File: config.mk
export PLATFORM = sky130hd
export DESIGN_NAME = uart_tx_fracstop
export DESIGN_NICKNAME = d
export VERILOG_FILES = /design/src/rtl/uart_tx_pkg.sv /design/src/rtl/uart_tx_hold.sv /design/src/rtl/uart_tx_shift.sv /design/src/rtl/uart_tx_rts.sv /design/src/rtl/uart_tx_fracstop.sv
export SDC_FILE = /design/constraint.sdc
export NUM_CORES = 1
export LEC_CHECK = 0
export ABC_AREA = 1
export CORE_MARGIN = 5
export CORE_UTILIZATION = 48
export CTS_CLUSTER_SIZE = 20
export DETAILED_ROUTE_END_ITERATION = 16
export DONT_BUFFER_PORTS = 1
export PLACE_DENSITY = 0.65
export SYNTH_ARGS = -nofsm -noshare
export SYNTH_HDL_FRONTEND = slang
export SYNTH_SLANG_ARGS = --single-unit
File: constraint.sdc
create_clock -name clk -period 1.65 [get_ports clk]
set_input_delay 0.2475 -clock clk [delete_from_list [all_inputs] [get_ports clk]]
set_output_delay 0.2475 -clock clk [all_outputs]
set_load 0.005 [all_outputs]
File: src/rtl/uart_tx_pkg.sv
package uart_tx_pkg;

    localparam int OVS    = 16;
    localparam int STOP_W = 6;

    typedef enum logic [2:0] {
        TX_IDLE,
        TX_START,
        TX_DATA,
        TX_PAR,
        TX_STOP
    } tx_state_e;

    // Stop period length in strobes, from the code and the frame options.
    function automatic logic [STOP_W-1:0] stop_ticks(
        input logic       one_x,
        input logic       five_bits,
        input logic [3:0] code
    );
        logic [STOP_W-1:0] r;
        if (one_x)
            r = code[3] ? STOP_W'(2) : STOP_W'(1);
        else if (five_bits || code[3])
            r = STOP_W'(17) + STOP_W'(code);
        else
            r = STOP_W'(9) + STOP_W'(code);
        return r;
    endfunction

endpackage

File: src/rtl/uart_tx_hold.sv
module uart_tx_hold #(
    parameter int DATA_W = 8
) (
    input  logic              clk,
    input  logic              rst_n,
    input  logic              en_cmd,
    input  logic              dis_cmd,
    input  logic              wr_valid,
    input  logic [DATA_W-1:0] wr_data,
    input  logic              take,
    output logic              enabled,
    output logic              full,
    output logic [DATA_W-1:0] data,
    output logic              free
);

    typedef struct packed {
        logic              en;
        logic              full;
        logic [DATA_W-1:0] data;
    } hold_s;

    hold_s q, d;

    always_comb begin
        d = q;
        if (en_cmd)
            d.en = 1'b1;
        if (dis_cmd)
            d.en = 1'b0;
        if (take)
            d.full = 1'b0;
        if (wr_valid && q.en && !q.full) begin
            d.full = 1'b1;
            d.data = wr_data;
        end
    end

    always_ff @(posedge clk or negedge rst_n) begin
        if (!rst_n)
            q <= '0;
        else
            q <= d;
    end

    assign enabled = q.en;
    assign full    = q.full;
    assign data    = q.data;
    assign free    = q.en & ~q.full;

endmodule

File: src/rtl/uart_tx_shift.sv
module uart_tx_shift
    import uart_tx_pkg::*;
#(
    parameter int DATA_W = 8
) (
    input  logic              clk,
    input  logic              rst_n,
    input  logic              tick,
    input  logic              mode1x,
    input  logic              hold_full,
    input  logic [DATA_W-1:0] hold_data,
    input  logic [1:0]        char_len,
    input  logic              parity_en,
    input  logic              parity_odd,
    input  logic [3:0]        stop_code,
    input  logic              cts_ctrl_en,
    input  logic              cts_i,
    output logic              take,
    output logic              busy,
    output logic              txd
);

    localparam int IDX_W  = $clog2(DATA_W);
    localparam int TCNT_W = STOP_W;

    typedef struct packed {
        tx_state_e         state;
        logic [TCNT_W-1:0] tcnt;
        logic [IDX_W-1:0]  bidx;
        logic [IDX_W-1:0]  last;
        logic [DATA_W-1:0] shreg;
        logic              par_en;
        logic              par_bit;
        logic [STOP_W-1:0] stop_len;
    } shift_s;

    shift_s q, d;
    logic [TCNT_W-1:0] bit_len;
    logic [TCNT_W-1:0] seg_len;
    logic              par;

    always_comb begin
        d    = q;
        take = 1'b0;
        bit_len = mode1x ? TCNT_W'(1) : TCNT_W'(OVS);
        seg_len = (q.state == TX_STOP) ? q.stop_len : bit_len;
        par = parity_odd;
        for (int i = 0; i < DATA_W; i++) begin
            if (i <= 4 + int'(char_len))
                par = par ^ hold_data[i];
        end
        if (q.state == TX_IDLE) begin
            if (hold_full && (!cts_ctrl_en || cts_i)) begin
                take       = 1'b1;
                d.state    = TX_START;
                d.tcnt     = '0;
                d.bidx     = '0;
                d.last     = IDX_W'(4) + IDX_W'(char_len);
                d.shreg    = hold_data;
                d.par_en   = parity_en;
                d.par_bit  = par;
                d.stop_len = stop_ticks(mode1x, char_len == 2'd0, stop_code);
            end
        end else if (tick) begin
            if (q.tcnt == seg_len - TCNT_W'(1)) begin
                d.tcnt = '0;
                unique case (q.state)
                    TX_START: d.state = TX_DATA;
                    TX_DATA: begin
                        if (q.bidx == q.last)
                            d.state = q.par_en ? TX_PAR : TX_STOP;
                        else
                            d.bidx = q.bidx + IDX_W'(1);
                    end
                    TX_PAR:  d.state = TX_STOP;
                    default: d.state = TX_IDLE;
                endcase
            end else begin
                d.tcnt = q.tcnt + TCNT_W'(1);
            end
        end
    end

    always_ff @(posedge clk or negedge rst_n) begin
        if (!rst_n) begin
            q       <= '0;
            q.state <= TX_IDLE;
        end else begin
            q <= d;
        end
    end

    always_comb begin
        unique case (q.state)
            TX_START: txd = 1'b0;
            TX_DATA:  txd = q.shreg[q.bidx];
            TX_PAR:   txd = q.par_bit;
            default:  txd = 1'b1;
        endcase
    end

    assign busy = (q.state != TX_IDLE);

endmodule

File: src/rtl/uart_tx_rts.sv
module uart_tx_rts
    import uart_tx_pkg::*;
(
    input  logic clk,
    input  logic rst_n,
    input  logic tick,
    input  logic mode1x,
    input  logic rts_ctrl_en,
    input  logic rts_assert,
    input  logic enabled,
    input  logic hold_full,
    input  logic busy,
    output logic rts_o
);

    localparam int CNT_W = $clog2(OVS);

    typedef struct packed {
        logic             rts;
        logic [CNT_W-1:0] cnt;
    } rts_s;

    rts_s q, d;
    logic             drained;
    logic [CNT_W-1:0] last_tick;

    always_comb begin
        d         = q;
        drained   = rts_ctrl_en && !enabled && !hold_full && !busy && q.rts;
        last_tick = mode1x ? '0 : CNT_W'(OVS - 1);
        if (rts_assert) begin
            d.rts = 1'b1;
            d.cnt = '0;
        end else if (!drained) begin
            d.cnt = '0;
        end else if (tick) begin
            if (q.cnt == last_tick) begin
                d.rts = 1'b0;
                d.cnt = '0;
            end else begin
                d.cnt = q.cnt + CNT_W'(1);
            end
        end
    end

    always_ff @(posedge clk or negedge rst_n) begin
        if (!rst_n)
            q <= '0;
        else
            q <= d;
    end

    assign rts_o = q.rts;

endmodule

File: src/rtl/uart_tx_fracstop.sv
module uart_tx_fracstop #(
    parameter int DATA_W = 8
) (
    input  logic              clk,
    input  logic              rst_n,
    input  logic              baud_tick,
    input  logic              clk1x_mode,
    input  logic              tx_enable,
    input  logic              tx_disable,
    input  logic              wr_valid,
    input  logic [DATA_W-1:0] wr_data,
    output logic              hold_free,
    input  logic [1:0]        char_len,
    input  logic              parity_en,
    input  logic              parity_odd,
    input  logic [3:0]        stop_code,
    input  logic              cts_ctrl_en,
    input  logic              cts_i,
    input  logic              rts_ctrl_en,
    input  logic              rts_assert,
    output logic              rts_o,
    output logic              txd
);

    logic              hold_en;
    logic              hold_full;
    logic [DATA_W-1:0] hold_data;
    logic              sh_take;
    logic              sh_busy;

    uart_tx_hold #(.DATA_W(DATA_W)) hold_i (
        .clk      (clk),
        .rst_n    (rst_n),
        .en_cmd   (tx_enable),
        .dis_cmd  (tx_disable),
        .wr_valid (wr_valid),
        .wr_data  (wr_data),
        .take     (sh_take),
        .enabled  (hold_en),
        .full     (hold_full),
        .data     (hold_data),
        .free     (hold_free)
    );

    uart_tx_shift #(.DATA_W(DATA_W)) shift_i (
        .clk         (clk),
        .rst_n       (rst_n),
        .tick        (baud_tick),
        .mode1x      (clk1x_mode),
        .hold_full   (hold_full),
        .hold_data   (hold_data),
        .char_len    (char_len),
        .parity_en   (parity_en),
        .parity_odd  (parity_odd),
        .stop_code   (stop_code),
        .cts_ctrl_en (cts_ctrl_en),
        .cts_i       (cts_i),
        .take        (sh_take),
        .busy        (sh_busy),
        .txd         (txd)
    );

    uart_tx_rts rts_i (
        .clk         (clk),
        .rst_n       (rst_n),
        .tick        (baud_tick),
        .mode1x      (clk1x_mode),
        .rts_ctrl_en (rts_ctrl_en),
        .rts_assert  (rts_assert),
        .enabled     (hold_en),
        .hold_full   (hold_full),
        .busy        (sh_busy),
        .rts_o       (rts_o)
    );

endmodule

==> results of run 1 <==
## cells by family after synthesis
family                   Yosys count  synth area share, %
multiplexers                       4                1.632
XOR/XNOR                          19                6.385
AND/OR/NAND/NOR                  154                27.03
adder cells (fa/ha/maj)            4                1.920
flip-flops                        46                44.17
AO/OA/AOI/OAI                     52                11.57
buffers and inverters             50                7.297
## power by group through the flow
stage               clock network (W)  logic, W  registers, W
finish                        0.00100   0.00286       0.00183
global route                  0.00109   0.00319       0.00188
floorplan                           0   0.00182       0.00176
CTS                           0.00103   0.00269       0.00182
global placement                    0   0.00237       0.00184
detailed placement                  0   0.00241       0.00184
## metal layers
metal | routed length (um) | share of wire [%]
met4 | 75 | 1.3
met5 | 0 | 0
met3 | 235 | 4.2
met1 | 2531 | 45
met2 | 2810 | 50
## worst max-delay path: stages (launching register included)
cell and delay, ps:
dfrtp_1 420, nor2_4 210, nand3_1 170, nand2_4 140
nand3_2 80, nand2_1 120, nand2_1 60, nand2_1 50
nand2_1 60, nor2_2 110, nand2_2 80, nand2_4 120
nand2_4 90, nand2_1 80, o21ai_2 50
## metrics by stage
step / std cells / power, W
after detailed placement: 411 / 0.004252
after global routing: 429 / 0.006166
after floorplan: 329 / 0.003576
after global placement: 411 / 0.004204
final: 429 / 0.005689
after CTS: 428 / 0.005546
## repair_timing
item	in CTS	in global routing
endpoints found under the setup margin	38	37
pin swaps	6	4
setup buffers	6	1
hold endpoints to repair	47	0
gates resized for setup	21	25
hold buffers	3	0
## placed cells by master (no fill, tap or decap), drive strengths merged, types with 2 or more instances in the layout
master,synthesis,routed
a211oi,2,2
a21oi,14,14
buf,3,27
bufinv,0,2
clkbuf,4,5
dfrtp,46,46
dlygate4sd3,0,2
ha,4,4
inv,43,42
mux2,2,2
mux2i,2,2
nand2,83,83
nand3,22,22
nand4,7,7
nor2,34,34
nor3,5,5
o21ai,24,24
o22ai,5,5
o31ai,3,3
xnor2,5,5
xor2,14,14
## final cells by class
cell class	instances	area (um2)
timing repair buffer	29	261.5
multi-input combinational	233	1401
sequential	46	1154
fill	451	1998
inverter	43	165.2
clock buffer	5	68.82
tap	70	87.58
clock inverter	3	68.82
## worst paths after layout
path	start	end	slack, ps	cells after the start
hold / removal	stop_code[0]	shift_i.q[0]	40	1
setup reg to reg	shift_i.q[29]	shift_i.q[29]	-290	14
setup / recovery	shift_i.q[29]	shift_i.q[29]	-290	14
max in group asynchronous	rst_n	shift_i.q[30]	990	2
hold reg to reg	shift_i.q[12]	shift_i.q[12]	490	2
min in group asynchronous	rst_n	shift_i.q[27]	450	2
## sequential cells by signal, indices dropped and copies added, names as in the netlist
name	flops
hold_i.data	8
hold_i.full	1
rts_i.rts_o	1
hold_i.enabled	1
rts_i.q	4
shift_i.q	31
==> metrics.md, run 1 <==
| Metric | Value |
|---|---|
| MaxCap Viol Count | `0` |
| WL/cell | `13.18 um` |
| Crit start category | `flop` |
| Post-synthesis cell type count | `34` |
| Fin area | `3207 um2` |
| Top cell types by occurrence after synthesis | `nand2_1, dfrtp_1, inv_1, nor2_1, o21ai_0` |
| Critical path arrival | `2130 ps` |
| Inserted Clock Buffers | `5` |
| Final TNS setup | `-3173 ps` |
| Min-delay worst type | `in -> reg` |
| Core Footprint | `5205 um2` |
| Violated checks | `negative setup slack` |
| Worst clock skew | `4.231 ps` |
| Max-slew violation count | `0` |
| Initial antenna violation count | `0` |
| Met3 Usage GRT | `4.047%` |
| Fin. Hold Viols | `0` |
| Share of power burned in registers | `32.1%` |
| Worst-skew pair later-pin latency | `300 ps` |
| Ys Warns | `0` |
| CP Data Required Time | `1840 ps` |
| Met1 usage | `21.63%` |
| I/O pin cnt | `30` |
| Vias in the first global route | `2,163` |
| Vias per cell | `5.068` |
| Clock root cell | `clkbuf_8` |
| Final core utilization | `61.61%` |
| Slew @ Worst Pin | `363.6 ps` |
| Total track usage | `16.86%` |
| Avg Inst Size Synth | `7.922 um2` |
| CP max FO | `6` |
| Row Count | `26` |
| Drt pass-1 iters | `4` |
| Status | `finished, violations left` |
| Post-synth EDFFs | `0` |
| Cell Area, Synth | `2606 um2` |
| Final ANT Viol Nets | `0` |
| Switch share | `41.44%` |
| Crit end category | `flop` |
| Clock buffer depth | `2` |
| CTS tree | `yes` |
| Maximum clock frequency | `0.5158 GHz` |
| M2 GR Usage | `28.34%` |
| Fin crit period | `1939 ps` |
| Clock share of power | `17.7%` |
| Sequential area share after synthesis | `44.17%` |
| Pin count of the biggest net entering global routing | `47` |
| Leak | `1.539 nW` |
| Async SR Flop Fraction | `100.0%` |
| Power Density | `1774 nW/um2` |
| Pre-CTS WS | `-265.6 ps` |
| Final period util | `117.5%` |
| Ys flop type | `dfrtp_1` |
| Fraction of layout cells with a size suffix above 1 | `24.51%` |
| Gr ovfl total | `0` |
| Critical path class | `reg -> reg` |
| Placement Cell Area | `2811 um2` |
| Iter 0 DRT Violations | `66` |
| Die area | `7003 um2` |
| GRT Max-Usage Layer | `met2` |
| Cells after Synth | `329` |
| Count of state elements after synthesis | `46` |
| Setup Viol. Count Final | `13` |
| Final worst setup slack | `-288.6 ps` |
| Syn_nets | `360` |
| Slew HR | `75.65%` |
| Starting Density | `50.07%` |
| # DRC | `0` |
| Port Buffer Count | `0` |
| Most common cell in the netlist | `nand2_1` |
| H-tree depth | `2` |
| Chip height | `83.69 um` |
| Max IR drop VDD | `0.8631 mV` |
| Clock-pin slew on the worst setup and hold paths | `90 ps` |
| Area growth, synth to finish | `23.04%` |
| Hold_ws | `43.11 ps` |
| Total internal power | `0.003331 W` |
| Antenna cells | `0` |
| Clk sinks | `46` |
| Yosys top cell by area | `dfrtp_1` |
| Share of the synthesized area in the top cell type | `44.17%` |
| Global-route wire length before repair | `9.798 mm` |
| NetSw | `0.002358 W` |
| Die Wd | `83.69 um` |
| Logic gate share of total power | `50.2%` |
| Final layout net count | `389` |
| Via count | `2,174` |
| Ranking of synthesized cells by area | `dfrtp_1, nand2_1, inv_1` |
| Post-DP HPWL | `4.164 mm` |
| RSZ-0062 raised after global routing | `true` |
| Final wirelength | `5.653 mm` |
| Routability cong. | `0.8456` |
Power figures use the tool's default switching activity.
==> run 2: changes to the inputs <==
--- a/config.mk
+++ b/config.mk
@@ -6,12 +6,14 @@
 export NUM_CORES = 1
 export LEC_CHECK = 0
 export ABC_AREA = 1
+export CELL_PAD_IN_SITES_DETAIL_PLACEMENT = 0
+export CELL_PAD_IN_SITES_GLOBAL_PLACEMENT = 1
 export CORE_MARGIN = 5
-export CORE_UTILIZATION = 48
+export CORE_UTILIZATION = 47
 export CTS_CLUSTER_SIZE = 20
 export DETAILED_ROUTE_END_ITERATION = 16
 export DONT_BUFFER_PORTS = 1
-export PLACE_DENSITY = 0.65
+export PLACE_DENSITY_LB_ADDON = 0.1
 export SYNTH_ARGS = -nofsm -noshare
 export SYNTH_HDL_FRONTEND = slang
 export SYNTH_SLANG_ARGS = --single-unit
==> constraint.sdc (replaced) <==
create_clock -name clk -period 1.9 [get_ports clk]
set_input_delay 0.285 -clock clk [delete_from_list [all_inputs] [get_ports clk]]
set_output_delay 0.285 -clock clk [all_outputs]
set_load 0.005 [all_outputs]
==> metrics.md, run 2 (synthesized netlist as in run 1, its figures left out) <==
| Metric | Value |
|---|---|
| Commonest non-fill, non-tap cell in the layout | `nand2_1` |
| Hold_sp | `tx_disable` |
| Power Density | `1532 nW/um2 (-14%)` |
| Number of cells on the critical path | `14 (unchanged)` |
| Worst-path cell chain | `nor2_4 -> nand2_4 -> nand2_2 -> nand2_2 -> nor2_4 -> nand2_2 -> nand2_1 -> a21oi_1 -> nor2_1 -> nand2_2 -> nand2_4 -> nand2_4 -> nand2_1 -> o21ai_2` |
| Routability cong. | `0.7827 (-7.4%)` |
| Fin crit period | `1944 ps (+5.757 ps)` |
| Fin. Hold Viols | `0 (unchanged)` |
| Initial antenna violation count | `0 (unchanged)` |
| WHS Path Cells | `1 (unchanged)` |
| FF-to-FF path depth | `14 (unchanged)` |
| Final period util | `102.3% (-15 points)` |
| Min-delay worst type | `in -> reg` |
| Clock-pin slew on the worst setup and hold paths | `90 ps (about the same)` |
| Global-route wire length before repair | `9.742 mm (-0.57%)` |
| I/O pin cnt | `30 (unchanged)` |
| CP Data Required Time | `2090 ps (+250 ps)` |
| Critical path arrival | `2140 ps (about the same)` |
| Port Buffer Count | `0 (unchanged)` |
| Reg2Reg Setup Slack | `-40 ps (+240 ps)` |
| Most flops, register | `shift_i.q` |
| Via count | `2,125 (-2.3%)` |
| Slowest Stage Delay on Critical Path | `420 ps (about the same)` |
| Setup crit end | `shift_i.q[28]` |
| Vias in the first global route | `2,127 (-1.7%)` |
| Fin area | `3064 um2 (-4.4%)` |
| Core Footprint | `5439 um2 (+4.5%)` |
| Final ANT Viol Nets | `0 (unchanged)` |
| Chip height | `84.47 um (+0.93%)` |
| Slew HR | `70.22% (-5.4 points)` |
| Max IR drop VDD | `0.7042 mV (-18%)` |
| Pre-CTS WS | `-24.50 ps (+241.1 ps)` |
| CP top delay family | `simple AND/OR/NAND/NOR gates` |
| Inserted Clock Buffers | `5 (unchanged)` |
| Most frequent cells in the layout | `nand2_1, dfrtp_1, inv_1` |
| Maximum clock frequency | `0.5143 GHz (-0.30%)` |
| WL/cell | `13.54 um (+2.8%)` |
| Post-DP HPWL | `4.169 mm (+0.12%)` |
| Final layout net count | `380 (-2.3%)` |
| MaxCap Viol Count | `0 (unchanged)` |
| RSZ-0062 raised after global routing | `true` |
| Iter 0 DRT Violations | `118 (+79%)` |
| Row Count | `27 (+3.8%)` |
| CTS tree | `yes` |
| Gr ovfl total | `0 (unchanged)` |
| Max FFs per register | `31 (unchanged)` |
| Slowest library cell on the worst path | `dfrtp_1` |
| WP buf/inv | `0 (unchanged)` |
| Total track usage | `16.87% (about the same)` |
| Die Wd | `84.47 um (+0.93%)` |
| Leak | `1.475 nW (-4.1%)` |
| Violated checks | `negative setup slack` |
| Slew @ Worst Pin | `445.7 ps (+82.03 ps)` |
| Non-Filler Instances | `421 (-1.9%)` |
| Fraction of layout cells with a size suffix above 1 | `20.63% (-3.9 points)` |
| CP max FO | `6 (unchanged)` |
| Crit end category | `flop` |
| Worst-skew pair later-pin latency | `300 ps (about the same)` |
| Setup Viol. Count Final | `11 (-2)` |
| Clock buffer depth | `2 (unchanged)` |
| Hold_ws | `40.73 ps (-2.382 ps)` |
| Clock root cell | `clkbuf_8` |
| Starting Density | `47.92% (-2.2 points)` |
| Fillcell total | `526 (+17%)` |
| # DRC | `0 (unchanged)` |
| H-tree depth | `2 (unchanged)` |
| Placement Cell Area | `2728 um2 (-3.0%)` |
| Vias per cell | `5.048 (-0.40%)` |
| Reg-to-Reg Start | `shift_i.q[28]` |
| Max-slew violation count | `0 (unchanged)` |
| Power Total | `0.004696 W (-17%)` |
| Worst setup path startpoint | `shift_i.q[28]` |
| Final worst setup slack | `-44.39 ps (+244.2 ps)` |
| Antenna cells | `0 (unchanged)` |
| Crit start category | `flop` |
| Placed insts | `402 (-2.2%)` |
| Critical path class | `reg -> reg` |
| Worst clock skew | `7.025 ps (+2.795 ps)` |
| Die area | `7134 um2 (+1.9%)` |
| Pin count of the biggest net entering global routing | `47 (unchanged)` |
| Final wirelength | `5.702 mm (+0.87%)` |
| Status | `finished, violations left` |
| Area growth, synth to finish | `17.57%` |
| Clk sinks | `46 (unchanged)` |
| Cell repeated most along the worst path | `nand2_2` |
| RR Endpoint | `shift_i.q[28]` |
| Drt pass-1 iters | `4 (unchanged)` |
==> run 2: cell count changes in the layout (fill, tap and decap cells not counted), sizes merged <==
cell,delta
dlygate4sd3,-1
bufinv,-1
buf,-8
clkinv,-1
clkbuf,+1
==> run 2: final cells by class <==
cell class / instances / area, um2 / share of cell area [%]
Timing Repair Buffer: 20 / 180.2 / 5.880
Inverter: 43 / 165.2 / 5.390
Sequential cell: 46 / 1154 / 37.65
Multi-Input combinational cell: 233 / 1363 / 44.47
Tap cell: 72 / 90.09 / 2.940
Clock inverter: 1 / 30.03 / 0.9800
Clock buffer: 6 / 82.58 / 2.695
==> run 2: timing repair <==
action | CTS | global route
gates cloned | 0 | 0
setup buffers | 4 | 6
endpoints found under the hold margin | 46 | 0
endpoints found under the setup margin | 11 | 28
gates resized for setup | 11 | 21
hold buffers | 2 | 0
pin swaps | 10 | 10
==> run 2: worst min-delay path by stage <==
stage	end	slack [ps]
6_report	hold_i.enabled	40
5_1_grt	hold_i.enabled	30
3_5_place_dp	shift_i.q[22]	-8
2_1_floorplan	hold_i.data[0]	-10
3_3_place_gp	shift_i.q[1]	-9
4_1_cts	hold_i.enabled	30
==> run 2: power by group <==
part	switching, W	internal (W)
clock	0.000329	0.000421
combinational	0.00140	0.000938
sequential	0.000283	0.00133
==> run 2: layer usage <==
metal  share of wire, %  track usage, %  vias to the layer above
met5                  0               0                        -
met4                1.4           5.324                        0
met3                3.5           3.925                        9
met2                 48           28.48                       35
met1                 47           21.47                      979
li1                   -               -                     1102
==> run 2: metrics by stage <==
| step | utilization [%] | setup TNS [ps] |
|---|---|---|
| after floorplan | - | 0 |
| final | 56.34 | -207.5 |
| after CTS | 54.29 | -170.3 |
| after global routing | 56.34 | -2018 |
| after global placement | 50.15 | -1.423 |
| after detailed placement | 50.15 | -142.0 |
